$ cat src/rtl/asyncIdlePkg.sv
package asyncIdlePkg;

  typedef enum logic [1:0] {
    ST_IDLE = 2'd0,
    ST_WALK = 2'd1,
    ST_NAP  = 2'd2
  } walkState_t;

  typedef struct packed {
    logic setFlag;
    logic clrFlag;
    logic loadTimer;
    logic stopTimer;
    logic tick;
  } dpStrobe_t;

endpackage

$ cat src/rtl/asyncIdleDatapath.sv
module asyncIdleDatapath
  import asyncIdlePkg::*;
#(
  parameter int SLEEP_CYCLES = 600
) (
  input  logic      clk,
  input  logic      rstN,
  input  dpStrobe_t strobe,
  output logic      flagQ,
  output logic      timerDone
);

  localparam int CW = $clog2(SLEEP_CYCLES + 1);
  localparam logic [CW-1:0] RELOAD = CW'(SLEEP_CYCLES - 1);

  logic [CW-1:0] napCnt;

  always_ff @(posedge clk) begin
    if (!rstN) begin
      flagQ <= 1'b0;
    end else if (strobe.setFlag) begin
      flagQ <= 1'b1;
    end else if (strobe.clrFlag) begin
      flagQ <= 1'b0;
    end
  end

  always_ff @(posedge clk) begin
    if (!rstN) begin
      napCnt <= '0;
    end else if (strobe.stopTimer) begin
      napCnt <= '0;
    end else if (strobe.loadTimer) begin
      napCnt <= RELOAD;
    end else if (strobe.tick && napCnt != '0) begin
      napCnt <= napCnt - 1'b1;
    end
  end

  assign timerDone = (napCnt == '0);

  AST_FLAG_STROBES_EXCL: assert property (@(posedge clk) disable iff (!rstN)
    $onehot0({strobe.setFlag, strobe.clrFlag}));

  AST_TIMER_STROBES_EXCL: assert property (@(posedge clk) disable iff (!rstN)
    $onehot0({strobe.loadTimer, strobe.stopTimer, strobe.tick}));

  AST_TIMER_BOUND: assert property (@(posedge clk) disable iff (!rstN)
    napCnt <= RELOAD);

  AST_STOP_CLEARS: assert property (@(posedge clk) disable iff (!rstN)
    strobe.stopTimer |=> timerDone);

endmodule

$ cat src/rtl/asyncIdleCtrl.sv
module asyncIdleCtrl
  import asyncIdlePkg::*;
(
  input  logic       clk,
  input  logic       rstN,
  input  logic       periodicEn,
  input  logic       asyncEn,
  input  logic       uframeStart,
  input  logic       perToAsync,
  input  logic       qhFetched,
  input  logic       qhHeadBit,
  input  logic       txnExecuted,
  input  logic       flagQ,
  input  logic       timerDone,
  output dpStrobe_t  strobe,
  output walkState_t stateQ,
  output logic       emptyPulse
);

  walkState_t stateD;
  logic       emptyD;
  logic       startEv;

  always_comb begin
    stateD  = stateQ;
    strobe  = '0;
    emptyD  = 1'b0;
    startEv = 1'b0;
    if (!asyncEn) begin
      stateD           = ST_IDLE;
      strobe.stopTimer = 1'b1;
    end else if (uframeStart) begin
      if (periodicEn) begin
        stateD           = ST_IDLE;
        strobe.stopTimer = 1'b1;
      end else begin
        startEv = 1'b1;
      end
    end else if (perToAsync) begin
      startEv = 1'b1;
    end else begin
      unique case (stateQ)
        ST_WALK: begin
          if (txnExecuted) begin
            strobe.setFlag = 1'b1;
          end else if (qhFetched && qhHeadBit) begin
            if (flagQ) begin
              strobe.clrFlag = 1'b1;
            end else begin
              emptyD           = 1'b1;
              stateD           = ST_NAP;
              strobe.loadTimer = 1'b1;
            end
          end
        end
        ST_NAP: begin
          if (timerDone) startEv = 1'b1;
          else           strobe.tick = 1'b1;
        end
        default: ;
      endcase
    end
    if (startEv) begin
      stateD           = ST_WALK;
      strobe.setFlag   = 1'b1;
      strobe.stopTimer = 1'b1;
    end
  end

  always_ff @(posedge clk) begin
    if (!rstN) begin
      stateQ     <= ST_IDLE;
      emptyPulse <= 1'b0;
    end else begin
      stateQ     <= stateD;
      emptyPulse <= emptyD;
    end
  end

  AST_EMPTY_ENTERS_NAP: assert property (@(posedge clk) disable iff (!rstN)
    emptyPulse |-> (stateQ == ST_NAP && !flagQ));

  AST_EMPTY_ONE_CYCLE: assert property (@(posedge clk) disable iff (!rstN)
    emptyPulse |=> !emptyPulse);

  AST_WALK_ENTRY_FLAG: assert property (@(posedge clk) disable iff (!rstN)
    (stateQ == ST_WALK && $past(stateQ) != ST_WALK) |-> flagQ);

  AST_DISABLED_IDLE: assert property (@(posedge clk) disable iff (!rstN)
    !asyncEn |=> (stateQ == ST_IDLE && !emptyPulse));

  AST_NAP_WAKES: assert property (@(posedge clk) disable iff (!rstN)
    (stateQ == ST_NAP && timerDone && asyncEn && !uframeStart) |=> stateQ == ST_WALK);

  AST_UFRAME_PERIODIC: assert property (@(posedge clk) disable iff (!rstN)
    (asyncEn && uframeStart && periodicEn) |=> (stateQ == ST_IDLE && $stable(flagQ)));

endmodule

$ cat src/rtl/asyncIdleCtl.sv
module asyncIdleCtl
  import asyncIdlePkg::*;
#(
  parameter int SLEEP_CYCLES = 600
) (
  input  logic clk,
  input  logic rstN,
  input  logic periodicEn,
  input  logic asyncEn,
  input  logic uframeStart,
  input  logic perToAsync,
  input  logic qhFetched,
  input  logic qhHeadBit,
  input  logic txnExecuted,
  output logic traverseEn,
  output logic emptyPulse,
  output logic reclaimFlag
);

  dpStrobe_t  strobe;
  walkState_t stateQ;
  logic       flagQ;
  logic       timerDone;

  asyncIdleCtrl ctrl (
    .clk         (clk),
    .rstN        (rstN),
    .periodicEn  (periodicEn),
    .asyncEn     (asyncEn),
    .uframeStart (uframeStart),
    .perToAsync  (perToAsync),
    .qhFetched   (qhFetched),
    .qhHeadBit   (qhHeadBit),
    .txnExecuted (txnExecuted),
    .flagQ       (flagQ),
    .timerDone   (timerDone),
    .strobe      (strobe),
    .stateQ      (stateQ),
    .emptyPulse  (emptyPulse)
  );

  asyncIdleDatapath #(.SLEEP_CYCLES(SLEEP_CYCLES)) dp (
    .clk       (clk),
    .rstN      (rstN),
    .strobe    (strobe),
    .flagQ     (flagQ),
    .timerDone (timerDone)
  );

  assign traverseEn  = (stateQ == ST_WALK);
  assign reclaimFlag = flagQ;

endmodule

$ cat config.mk
export PLATFORM = sky130hd
export DESIGN_NAME = asyncIdleCtl
export DESIGN_NICKNAME = d
export VERILOG_FILES = /design/src/rtl/asyncIdlePkg.sv /design/src/rtl/asyncIdleDatapath.sv /design/src/rtl/asyncIdleCtrl.sv /design/src/rtl/asyncIdleCtl.sv
export SDC_FILE = /design/constraint.sdc
export NUM_CORES = 1
export LEC_CHECK = 0
export CORE_MARGIN = 5
export CORE_UTILIZATION = 52
export DETAILED_ROUTE_END_ITERATION = 10
export GPL_TIMING_DRIVEN = 0
export PLACE_DENSITY = 0.84
export SLEW_MARGIN = 10
export SYNTH_ARGS = -nofsm -noshare
export SYNTH_HDL_FRONTEND = slang
export SYNTH_SLANG_ARGS = --single-unit
export TNS_END_PERCENT = 5
$ cat constraint.sdc
create_clock -name clk -period 1.95 [get_ports clk]
set_input_delay 0.585 -clock clk [delete_from_list [all_inputs] [get_ports clk]]
set_output_delay 0.585 -clock clk [all_outputs]
set_load 0.05 [all_outputs]
==> impl_metrics.tcl <==
set metrics [dict create \
    run_status "complete, no violations" \
    synthesis.area_um2 875 \
    timing_worst_slew_pin_value_ns 0.522 \
    placement_rows 14 \
    number_of_enable_type_register_cells_in_the_synthesized_netlist 0 \
    drt-pass1-iter-count 4 \
    clkLatencyLatePin_ns 0.28 \
    postSynth.asyncResetShare_pct 0 \
    postLayoutCellArea_um2 1090 \
    detailed_place_hpwl_mm 1.53 \
    timing.final.crit_share_pct 97.5 \
    nature_of_the_critical_path_endpoint "flip-flop" \
    timing.critical_path.arrival_ns 2.12 \
    wl_per_instance_um 17.5 \
    finalCriticalPeriod_ns 1.90 \
    yosysWarningCount 0 \
    mappedNetlistNets 100 \
    final_cell_count_no_fill 123 \
    crit_slowest_cell "sky130_fd_sc_hd__or4_4" \
    initial_core_utilization_pct 56.1 \
    max_slew_violation_count 0 \
    avg_inst_size_synth_um2 9.83 \
    crit_path_start_kind "primary input" \
    grt_first_pass_wirelength_mm 3.40 \
    timing_worst_setup_path_type "in2reg" \
    final_nets 119 \
    p_total_uw 566 \
    viasPerCell 6.93 \
    place_inst 116 \
    timing.critical_path.slowest_cell_delay_ns 0.45 \
    die_area_um2 2600 \
    pin_count_of_the_biggest_net_entering_global_routing 11 \
    final_setup_fails 0 \
    post_route_clock_skew_ns 0.00211 \
    hp-class "reg2reg" \
    final_common_cell "sky130_fd_sc_hd__dfxtp_1" \
    synth_top_area_cell "sky130_fd_sc_hd__dfxtp_1" \
    most-common-layout-cells "sky130_fd_sc_hd__dfxtp_1, sky130_fd_sc_hd__a31oi_1, sky130_fd_sc_hd__dlygate4sd2_1, sky130_fd_sc_hd__clkdlybuf4s50_1" \
    wl_met1_um 915 \
    cellLeakagePower_nw 0.437 \
    antenna_violating_nets_post_route 0 \
    grt-ovfl-total 0 \
    fillerInstances 101 \
    cts_hold_buf 0 \
    fin_setup_tns_ns 0 \
    place.gp.congestion 0.808 \
    maximum_fanout_count_along_the_critical_path 5 \
    tritoncts "done" \
    ctsRootBufferMaster "sky130_fd_sc_hd__clkbuf_4" \
    drt_iter0_markers 24 \
    grt_pass1_vias 770 \
    worstPathRequired_ns 2.17 \
    top_achievable_clock_speed_mhz 526 \
    synth_top_area_share_pct 32.0 \
    worst_slew_margin_rel_pct 65.3 \
    clk_pin_slew_ns 0.09 \
    ir_worst_vdd_v 0.000294 \
    ys_types 45 \
    route.final.wire_length_mm 2.15 \
    dominantRegCellSynth "sky130_fd_sc_hd__dfxtp_1" \
    cts.sink_count 14 \
    synth_top_cells_by_area "sky130_fd_sc_hd__dfxtp_1, sky130_fd_sc_hd__a31oi_1, sky130_fd_sc_hd__a211oi_2" \
    portBuffers 11 \
    route.vias.total 853 \
    route.detailed.drc 0 \
    synthesis_to_finish_area_growth_pct 24.3 \
    topRoutingLayerUsed "met4" \
    routed-wl-met3_um 85 \
    ys_seq_elements 14 \
    die_width_um 51.0 \
    fp.coreArea_um2 1560 \
    antennaDiodeCount 0 \
    critical_path.cell_chain "clkdlybuf4s50_1 -> or4_4 -> or3_4 -> and4_4 -> nor3_2" \
    top_ports 12 \
    die-height_um 51.0 \
    drive_above_1_share_pct 24.3 \
    htree_num_levels 1 \
    finalHoldViolCount 0 \
    finalCoreUtilization_pct 69.7 \
    gr-usage-all-layers_pct 16.9 \
    synth_cells 89 \
    cts_max_path_buffers 2 \
    cap_violations 0 \
    seq_area_frac_synth_pct 32.0 \
    grt_antenna_before_repair 0 \
    detailroute.wirelength.met2_mm 1.11 \
    dpl-instance-area_um2 1000 \
    number_of_cts_inserted_buffers 3 \
    power_per_cell_area_nw_per_um2 520 \
]
==> cells by family (layout without fill, tap and decap cells) <==
kind of cell | after synthesis | count (layout) | share of synthesized area [%]
AND/OR/NAND/NOR | 43 | 43 | 39.2
AO/OA/AOI/OAI | 25 | 25 | 22.3
flip-flops | 14 | 14 | 32.0
buffers and inverters | 3 | 21 | 1.29
adder cells (fa/ha/maj) | 2 | 2 | 2.86
multiplexers | 2 | 2 | 2.29
==> power breakdown <==
| part | internal, mW | switching [mW] | total [mW] |
|---|---|---|---|
| Combinational | 0.0274 | 0.0321 | 0.0595 |
| Clock | 0.114 | 0.101 | 0.214 |
| Sequential | 0.289 | 0.00309 | 0.292 |
==> routing by layer <==
metal | vias to the layer above | GRT usage (%)
met2 | 29 | 27.3
met3 | 4 | 4.36
met4 | 0 | 7.62
li1 | 398 | -
met1 | 422 | 21.0
met5 | - | 0
==> synthesized netlist by cell type, drive strengths merged, types with 2 or more instances <==
master   n
dfxtp   14
nor3     7
a211oi   5
a31oi    5
nand4    4
nor2     4
nor3b    4
o21ai    4
or4      4
inv      3
o31ai    3
or3      3
a21boi   2
and2     2
ha       2
mux2i    2
nand2    2
nand3    2
nand3b   2
nor4     2
==> critical path: cells and delay by family <==
family	cells	cell delay [ns]
and+or+nand+nor	4	1.11
buffers and inverters	1	0.42
==> worst paths after layout <==
path / startpoint / to / slack, ns / depth (start not counted)
min reg2reg: ctrl.stateQ[0] / ctrl.stateQ[0] / 0.56 / 2
max reg2reg: dp.napCnt[0] / dp.napCnt[1] / 0.10 / 6
max: txnExecuted / dp.napCnt[9] / 0.05 / 5
min: ctrl.stateQ[0] / ctrl.stateQ[0] / 0.56 / 2
==> final cells by class <==
type	count	area, um^2	share of cell area, %
inverter	3	11.3	1.04
clock buffer	4	36.3	3.34
multi-input combinational	72	616	56.6
timing repair buffer	14	124	11.4
tap	16	20.0	1.84
sequential	14	280	25.8
==> state kept, by name (all words and copies together) (netlist names) <==
| name | count |
|---|---|
| ctrl.stateQ | 2 |
| dp.napCnt | 10 |
| dp.flagQ | 1 |
| ctrl.emptyPulse | 1 |
==> through the flow <==
stage	hold slack (ns)	setup WS, ns
floorplan	0.503	0.113
global placement	0.540	-0.586
detailed placement	0.548	-0.613
CTS	0.563	-0.0335
global route	0.606	-0.0131
finish	0.563	0.0491
==> timing repair <==
action	4_1_cts	5_1_grt
buffers inserted	3	0
endpoints found under the setup margin	15	10
resized for setup	9	7
pin swaps	2	2
Power figures use the tool's default switching activity.
